--- src/rtl/mtx_pkg.sv ---
package mtx_pkg;

    localparam int unsigned LOCK_BASE   = 32'h100;
    localparam int unsigned MAX_IDX_W   = 8;
    localparam int unsigned CODE_LSB    = 28;

    typedef enum logic [1:0] {
        ACC_NONE   = 2'd0,
        ACC_STATUS = 2'd1,
        ACC_LOCK   = 2'd2
    } acc_kind_e;

    typedef struct packed {
        acc_kind_e              kind;
        logic [MAX_IDX_W-1:0]   idx;
    } acc_t;

    function automatic logic [2:0] count_code(input int unsigned n);
        return 3'($clog2(n) - 4);
    endfunction

    function automatic logic [31:0] status_word(input int unsigned n);
        logic [31:0] w;
        w = '0;
        w[CODE_LSB +: 3] = count_code(n);
        return w;
    endfunction

endpackage

--- src/rtl/mtx_decode.sv ---
module mtx_decode
    import mtx_pkg::*;
#(
    parameter int unsigned NUM_LOCKS = 32,
    parameter int unsigned ADDR_W    = 12
) (
    input  logic [ADDR_W-1:0] addr,
    output acc_t              acc
);
    logic [ADDR_W-1:0] word;
    logic              aligned;
    logic              in_lock;

    always_comb begin
        word    = (addr - ADDR_W'(LOCK_BASE)) >> 2;
        aligned = (addr[1:0] == 2'b00);
        in_lock = aligned && (addr >= ADDR_W'(LOCK_BASE))
                  && (word < ADDR_W'(NUM_LOCKS));
        acc.idx = word[MAX_IDX_W-1:0];
        if (addr == '0)
            acc.kind = ACC_STATUS;
        else if (in_lock)
            acc.kind = ACC_LOCK;
        else
            acc.kind = ACC_NONE;
    end
endmodule

--- src/rtl/mtx_lock_array.sv ---
module mtx_lock_array
    import mtx_pkg::*;
#(
    parameter int unsigned NUM_LOCKS = 32
) (
    input  logic                 clk,
    input  logic                 rst,
    input  acc_t                 acc,
    input  logic                 rd,
    input  logic                 wr,
    input  logic                 wr_zero,
    output logic [NUM_LOCKS-1:0] lock_q,
    output logic                 held_view
);
    logic [NUM_LOCKS-1:0] sel_v;
    logic [NUM_LOCKS-1:0] rel_v;
    logic [NUM_LOCKS-1:0] acq_v;

    for (genvar i = 0; i < NUM_LOCKS; i++) begin : g_lock
        assign sel_v[i] = (acc.kind == ACC_LOCK) && (acc.idx == MAX_IDX_W'(i));
        assign rel_v[i] = sel_v[i] && wr && wr_zero;
        assign acq_v[i] = sel_v[i] && rd;

        always_ff @(posedge clk) begin
            if (rst)
                lock_q[i] <= 1'b0;
            else
                lock_q[i] <= (lock_q[i] & ~rel_v[i]) | acq_v[i];
        end
    end

    // a same-cycle release is visible to the read (release first)
    assign held_view = |(lock_q & ~rel_v & sel_v);
endmodule

--- src/rtl/hw_mutex_bank.sv ---
module hw_mutex_bank
    import mtx_pkg::*;
#(
    parameter int unsigned NUM_LOCKS = 32,
    parameter int unsigned ADDR_W    = 12
) (
    input  logic              clk,
    input  logic              rst,
    input  logic [ADDR_W-1:0] bus_addr,
    input  logic              bus_rd,
    input  logic              bus_wr,
    input  logic [31:0]       bus_wdata,
    output logic [31:0]       bus_rdata
);
    localparam logic [31:0] STATUS_VAL = status_word(NUM_LOCKS);

    acc_t                 acc;
    logic [NUM_LOCKS-1:0] lock_q;
    logic                 held_view;
    logic [31:0]          rd_val;

    mtx_decode #(.NUM_LOCKS(NUM_LOCKS), .ADDR_W(ADDR_W)) u_dec (
        .addr (bus_addr),
        .acc  (acc)
    );

    mtx_lock_array #(.NUM_LOCKS(NUM_LOCKS)) u_arr (
        .clk       (clk),
        .rst       (rst),
        .acc       (acc),
        .rd        (bus_rd),
        .wr        (bus_wr),
        .wr_zero   (bus_wdata == 32'd0),
        .lock_q    (lock_q),
        .held_view (held_view)
    );

    always_comb begin
        unique case (acc.kind)
            ACC_STATUS: rd_val = STATUS_VAL;
            ACC_LOCK:   rd_val = {31'd0, held_view};
            default:    rd_val = 32'd0;
        endcase
    end

    always_ff @(posedge clk) begin
        if (rst)
            bus_rdata <= 32'd0;
        else if (bus_rd)
            bus_rdata <= rd_val;
        else
            bus_rdata <= 32'd0;
    end
endmodule

--- config.mk ---
export PLATFORM = sky130hd
export DESIGN_NAME = hw_mutex_bank
export DESIGN_NICKNAME = d
export VERILOG_FILES = /design/src/rtl/mtx_pkg.sv /design/src/rtl/mtx_decode.sv /design/src/rtl/mtx_lock_array.sv /design/src/rtl/hw_mutex_bank.sv
export SDC_FILE = /design/constraint.sdc
export NUM_CORES = 1
export LEC_CHECK = 0
export ABC_CLOCK_PERIOD_IN_PS = 2800
export BUFFER_PORTS_ARGS = -buffer_cell sky130_fd_sc_hd__buf_2
export CAP_MARGIN = 30
export CORE_ASPECT_RATIO = 0.6
export CORE_MARGIN = 4
export CORE_UTILIZATION = 35
export CTS_BUF_LIST = sky130_fd_sc_hd__clkbuf_4 sky130_fd_sc_hd__clkbuf_8
export DETAILED_ROUTE_END_ITERATION = 8
export PLACE_DENSITY_LB_ADDON = 0.08
export SETUP_SLACK_MARGIN = 0.1
export SYNTH_ARGS = -nofsm -noshare
export SYNTH_HDL_FRONTEND = slang
export SYNTH_HIERARCHICAL = 1
export SYNTH_SLANG_ARGS = --single-unit
--- constraint.sdc ---
create_clock -name clk -period 2.8 [get_ports clk]
set_input_delay 0.28 -clock clk [delete_from_list [all_inputs] [get_ports clk]]
set_output_delay 0.28 -clock clk [all_outputs]
set_load 0.03 [all_outputs]
======== Word-level counts from Yosys, hierarchy flattened ========
Cells that the tools add are included.
storage, ports and cells
  register bits after elaboration ......... 64
  input bits .............................. 48
  output and inout bits ................... 32
operators by class
  add/sub/neg operators ................... 1
  order comparisons ....................... 2
  equal/unequal tests ..................... 33
  muxes and demuxes ....................... 3
  bitwise operators ....................... 100
  reduce and logical (&&, ||, !) cells .... 136
operators by type and width
  cell                   count
  $logic_and 1x1->1      130
  $eq 8x5->1 const B     16
  $and 32x32->32         2
  $eq 8x4->1 const B     8
  $pmux 29 s2            1
  $not 1->1              33
  $and 1x1->1            32
  $eq 8x3->1 const B     4
  $logic_not 32->1       1
  $not 32->32            1
  $or 1x1->1             32
  $reduce_or 32->1       1
  $eq 8x2->1 const B     2
  $ge 12x9->1 const B    1
  $logic_not 12->1       1
  $sub 12x9->12 const B  1
  $lt 10x6->1 const B    1
  $eq 8x1->1 const B     1
  $logic_not 8->1        1
  $mux 2                 2
  $eq 2x1->1 const B     1
  $eq 2x2->1 const B     1
  $logic_not 2->1        1
  $reduce_or 2->1        1

======== Logic depth before layout (Yosys ltp) ========
  depth in word-level cells ............... 14
  depth in mapped cells ................... 11
  depth with buffers taken out ............ 11

======== Hierarchy ========
Netlist, hierarchy kept.
by module, submodules not included
  module          instances  cells each  area each (um^2)  sequential area each (um^2)
  mtx_lock_array  1          224         1754.2            640.6
  hw_mutex_bank   1          47          364.1             40.0
  mtx_decode      1          22          162.7             0.0

======== Worst setup path after synthesis ========
No wires, ideal clock.
  path kind ............................... input to register
  start ................................... in bus_addr[8]
  end ..................................... reg bus_rdata[0]
  data arrival time ....................... 2.020 ns
  required time ........................... 2.735 ns
  path slack .............................. 0.715 ns
  cell stages on the path ................. 11
  buffers on the path ..................... 0
  path through ............................ inv_1 -> ha_1 -> o21bai_1 -> o21a_1 -> o21ai_1 -> nand3_1 -> a2111oi_2 -> a41oi_1 -> a31oi_1 -> nand4b_1 -> nor2_1
RTL lines
  item                  RTL line             source
  start, declared       hw_mutex_bank.sv:9   input logic [ADDR_W-1:0] bus_addr,
  end signal, assigned  hw_mutex_bank.sv:50  bus_rdata <= rd_val;
  end, declared         hw_mutex_bank.sv:13  output logic [31:0] bus_rdata

==> run_summary.xml <==
<?xml version="1.0" encoding="UTF-8"?>
<metrics>
  <group name="global_route">
    <metric name="globalRouteTotalUtil" unit="">0.1663</metric>
    <metric name="grt_pass1_vias" unit="">1866</metric>
    <metric name="grt_max_degree" unit="">35</metric>
    <metric name="grt_first_pass_wirelength" unit="mm">10.38</metric>
    <metric name="remaining_global_route_overflow" unit="">0</metric>
    <metric name="antenna_found_initial" unit="">0</metric>
  </group>
  <group name="flow_run">
    <metric name="max_cap_viol_count" unit="">0</metric>
  </group>
  <group name="sta">
    <metric name="postLayoutSetupSlackWorst" unit="ps">538.6</metric>
    <metric name="period_needed" unit="ps">2261</metric>
    <metric name="fin_worst_skew" unit="ps">2.901</metric>
    <metric name="rel_slew_slack" unit="">0.5674</metric>
    <metric name="finalSetupTns" unit="ps">0</metric>
    <metric name="setup_viol" unit="">0</metric>
    <metric name="drv_slew" unit="">0</metric>
    <metric name="setup_repair_after_global_routing_missed_its_margin" unit="">false</metric>
    <metric name="finalCritPeriodShare" unit="">0.8076</metric>
    <metric name="worst_slew_pin_slew" unit="ps">648.9</metric>
    <metric name="maximum_clock_frequency" unit="MHz">442.2</metric>
    <metric name="hold_viol_final" unit="">0</metric>
  </group>
  <group name="route">
    <metric name="drt-total-wl" unit="mm">6.759</metric>
    <metric name="wl_per_cell" unit="um">16.33</metric>
    <metric name="count_of_antenna_violating_nets_left_after_detailed_routing" unit="">0</metric>
    <metric name="detail_route.iter0.violations" unit="">138</metric>
    <metric name="drt_first_pass_iters" unit="">4</metric>
    <metric name="detail_route.vias_per_cell" unit="">5.106</metric>
    <metric name="detailroute.via_count" unit="">2114</metric>
    <metric name="detail_route.drc_violations" unit="">0</metric>
  </group>
  <group name="critical_path">
    <metric name="timing.critical_path.arrival" unit="ps">2500</metric>
    <metric name="critical_path.max_stage_delay" unit="ps">430</metric>
    <metric name="timing.critical_path.to_type" unit="">register</metric>
    <metric name="critPathKind" unit="">input port to register</metric>
    <metric name="timing.critical_path.from_type" unit="">input port</metric>
    <metric name="timing.critical_path.from" unit="">bus_addr[8]</metric>
    <metric name="worst-r2r-setup-slack" unit="ps">1200</metric>
    <metric name="ff2ff_path_depth" unit="">7</metric>
    <metric name="worst_ep_required_time" unit="ps">3040</metric>
    <metric name="cp_slowest_cell" unit="">sky130_fd_sc_hd__o21ai_1</metric>
    <metric name="worstReg2RegStart" unit="">u_arr/lock_q[20]$_SDFF_PP0_</metric>
    <metric name="worst-path-stages" unit="">11</metric>
    <metric name="critical_path_peak_fanout" unit="">8</metric>
    <metric name="critPathBufInv" unit="">2</metric>
    <metric name="cp_top_family" unit="">compound AO/OA/AOI/OAI gates</metric>
    <metric name="cell_by_cell_trace_of_the_critical_path" unit="">buf_2 -&gt; inv_1 -&gt; ha_1 -&gt; o21bai_1 -&gt; o21a_1 -&gt; o21ai_1 -&gt; and3b_1 -&gt; o31ai_1 -&gt; a31oi_1 -&gt; nand4b_1 -&gt; nor2_1</metric>
  </group>
  <group name="clock_tree">
    <metric name="clk_root_buffer_cell" unit="">sky130_fd_sc_hd__clkbuf_8</metric>
    <metric name="tritoncts" unit="">yes</metric>
    <metric name="clk_lat_worst_skew" unit="ps">290</metric>
    <metric name="clock_tree.buffer_depth" unit="">2</metric>
    <metric name="clock-sinks" unit="">34</metric>
    <metric name="postCtsSetupBuffers" unit="">0</metric>
    <metric name="cts-resized-gates" unit="">0</metric>
    <metric name="ctsHtreeMaxLevel" unit="">2</metric>
    <metric name="clk_pin_slew_worst_paths" unit="ps">70</metric>
    <metric name="cts_buffers" unit="">5</metric>
    <metric name="postCtsHoldBufs" unit="">0</metric>
  </group>
  <group name="synthesis">
    <metric name="ys_top_cells_by_count" unit="">40 x sky130_fd_sc_hd__buf_4, 34 x sky130_fd_sc_hd__dfxtp_1, 33 x sky130_fd_sc_hd__nand2_1, 33 x sky130_fd_sc_hd__o21ai_0, 32 x sky130_fd_sc_hd__a21oi_1</metric>
    <metric name="netlist_area" unit="um2">2281</metric>
    <metric name="synth.area.mux_share" unit="">0.04004</metric>
    <metric name="synth-async-reset-ratio" unit="">0</metric>
    <metric name="yosys.area_share.adder" unit="">0.01097</metric>
    <metric name="syn-instance-count" unit="">293</metric>
    <metric name="largest_family_of_logic_cells_by_synthesized_area" unit="">simple AND/OR/NAND/NOR gates</metric>
    <metric name="synth_simple_gate_area_share" unit="">0.2710</metric>
    <metric name="synth.most_common_cell" unit="">sky130_fd_sc_hd__buf_4</metric>
    <metric name="share_of_synthesized_area_occupied_by_flip_flops_and_latches" unit="">0.2984</metric>
    <metric name="syn_area_per_cell" unit="um2">7.785</metric>
    <metric name="synth.ff_latch_count" unit="">34</metric>
    <metric name="post-synth-top-area-fraction" unit="">0.2984</metric>
    <metric name="synth_area_in_compound_gates" unit="">0.2117</metric>
    <metric name="dominantRegCellSynth" unit="">sky130_fd_sc_hd__dfxtp_1</metric>
    <metric name="netlist.top_cell.by_area" unit="">sky130_fd_sc_hd__dfxtp_1</metric>
    <metric name="synth.top_cells.by_area" unit="">sky130_fd_sc_hd__dfxtp_1 30%, sky130_fd_sc_hd__buf_4 13%, sky130_fd_sc_hd__o21ai_0 7.2%</metric>
    <metric name="synth-warning-count" unit="">6</metric>
    <metric name="synth_xor_xnor_area_share" unit="">0</metric>
    <metric name="synth_edf_count" unit="">0</metric>
    <metric name="yosys.cell_types.count" unit="">53</metric>
  </group>
  <group name="min_path">
    <metric name="holdCritPathClass" unit="">input port to register</metric>
    <metric name="hold_path_depth" unit="">4</metric>
    <metric name="worst_hold_startpoint" unit="">bus_addr[0]</metric>
  </group>
  <group name="power_and_ir_drop">
    <metric name="powerDensity" unit="nW/um2">418.2</metric>
    <metric name="leakage" unit="uW">0.0009330</metric>
    <metric name="vdd.ir_drop.worst" unit="uV">144.7</metric>
    <metric name="totalPowerFinal" unit="uW">1045</metric>
  </group>
  <group name="final_layout">
    <metric name="layout-drive-gt1-share" unit="">0.2364</metric>
    <metric name="insertedDiodeCount" unit="">0</metric>
    <metric name="fillCellCount" unit="">672</metric>
    <metric name="num-nets-final" unit="">379</metric>
    <metric name="final_core_utilization" unit="">0.4014</metric>
    <metric name="area_delta_synth_final" unit="%">9.490</metric>
  </group>
  <group name="die">
    <metric name="fp.dieW" unit="um">112.2</metric>
    <metric name="io-pin-count" unit="">80</metric>
    <metric name="dieArea" unit="um2">7915</metric>
    <metric name="placeableCoreArea" unit="um2">6221</metric>
    <metric name="die_h" unit="um">70.53</metric>
    <metric name="rows" unit="">22</metric>
    <metric name="initial_core_util" unit="">0.3667</metric>
  </group>
  <group name="place">
    <metric name="gp_congestion" unit="">0.8873</metric>
    <metric name="dp_slack" unit="ps">248.4</metric>
    <metric name="post-dp-hpwl" unit="mm">5.174</metric>
    <metric name="place.port_buffers" unit="">49</metric>
  </group>
  <group name="status">
    <metric name="status" unit="">completed</metric>
  </group>
</metrics>
[path summary, 6_finish.rpt]
path | end
setup reg to reg | bus_rdata[0]$_SDFF_PP0_
hold / removal | bus_rdata[0]$_SDFF_PP0_
hold reg to reg | u_arr/lock_q[15]$_SDFF_PP0_
setup / recovery | bus_rdata[0]$_SDFF_PP0_
[metrics by stage]
step | hold slack, ps | std cells | cell area (um2)
2_1_floorplan | 349.1 | 322 | 2390
6_report | 433.6 | 414 | 2497
3_5_place_dp | 464.5 | 406 | 2402
3_3_place_gp | 464.5 | 406 | 2402
4_1_cts | 430.9 | 414 | 2497
5_1_grt | 444.5 | 414 | 2497
[placed cells by master, fill, tap and decap left out, types with 2 or more instances in the layout]
cell type,count
sky130_fd_sc_hd__nor2b_1,3
sky130_fd_sc_hd__dfxtp_1,34
sky130_fd_sc_hd__buf_4,4
sky130_fd_sc_hd__nand3_1,22
sky130_fd_sc_hd__nand2_1,33
sky130_fd_sc_hd__mux2i_1,2
sky130_fd_sc_hd__nand3b_1,3
sky130_fd_sc_hd__o21ai_0,33
sky130_fd_sc_hd__and2_2,4
sky130_fd_sc_hd__nand4_1,5
sky130_fd_sc_hd__clkbuf_8,6
sky130_fd_sc_hd__and3_1,4
sky130_fd_sc_hd__a31oi_1,3
sky130_fd_sc_hd__a22o_1,3
sky130_fd_sc_hd__nor3b_1,2
sky130_fd_sc_hd__a21oi_1,32
sky130_fd_sc_hd__buf_2,49
sky130_fd_sc_hd__mux2_2,4
sky130_fd_sc_hd__o31ai_1,2
sky130_fd_sc_hd__nor4_1,8
sky130_fd_sc_hd__a32o_1,2
sky130_fd_sc_hd__ha_1,2
sky130_fd_sc_hd__and2_1,3
sky130_fd_sc_hd__conb_1,30
sky130_fd_sc_hd__nor2_1,5
sky130_fd_sc_hd__nor4_2,2
sky130_fd_sc_hd__inv_1,3
sky130_fd_sc_hd__nor3_1,3
[kinds of logic after synthesis]
group | after synthesis
other cells | 1
simple gates | 109
buf+inv | 56
fa+ha+maj | 2
flops | 34
compound gates | 84
mux | 7
[area by class of cell]
type / instances / area, um2 / share of cell area
Multi-Input combinational cell: 232 / 1330 / 0.5326
Sequential cell: 34 / 680.7 / 0.2725
Tap cell: 84 / 105.1 / 0.04208
Clock buffer: 6 / 82.58 / 0.03307
Inverter: 3 / 11.26 / 0.004509
Clock inverter: 2 / 12.51 / 0.005010
Timing Repair Buffer: 53 / 275.3 / 0.1102
[power by group]
part | total (uW) | internal, uW | leakage (uW) | switching [uW]
clock | 395 | 198 | 0.0000472 | 197
combinational | 166 | 42.4 | 0.000612 | 124
sequential | 483 | 483 | 0.000274 | 0.00646
total | 1040 | 723 | 0.000933 | 321
[routing by layer]
metal / wire [um] / up-vias / GRT usage
met1: 3435 / 953 / 0.2718
met2: 2491 / 85 / 0.1954
met5: 0 / - / 0
li1: - / 1068 / -
met3: 752 / 8 / 0.05299
met4: 80 / 0 / 0.05200
[state kept, by name, indices dropped and copies added, names as in the netlist]
signal and flops:
bus_rdata 2, u_arr/lock_q 32
[worst min-delay path, delay by kind of cell]
kind	cells	cell delay, ps
buf+inv	1	80
simple gates	3	320
(Power assumes the default switching activity.)
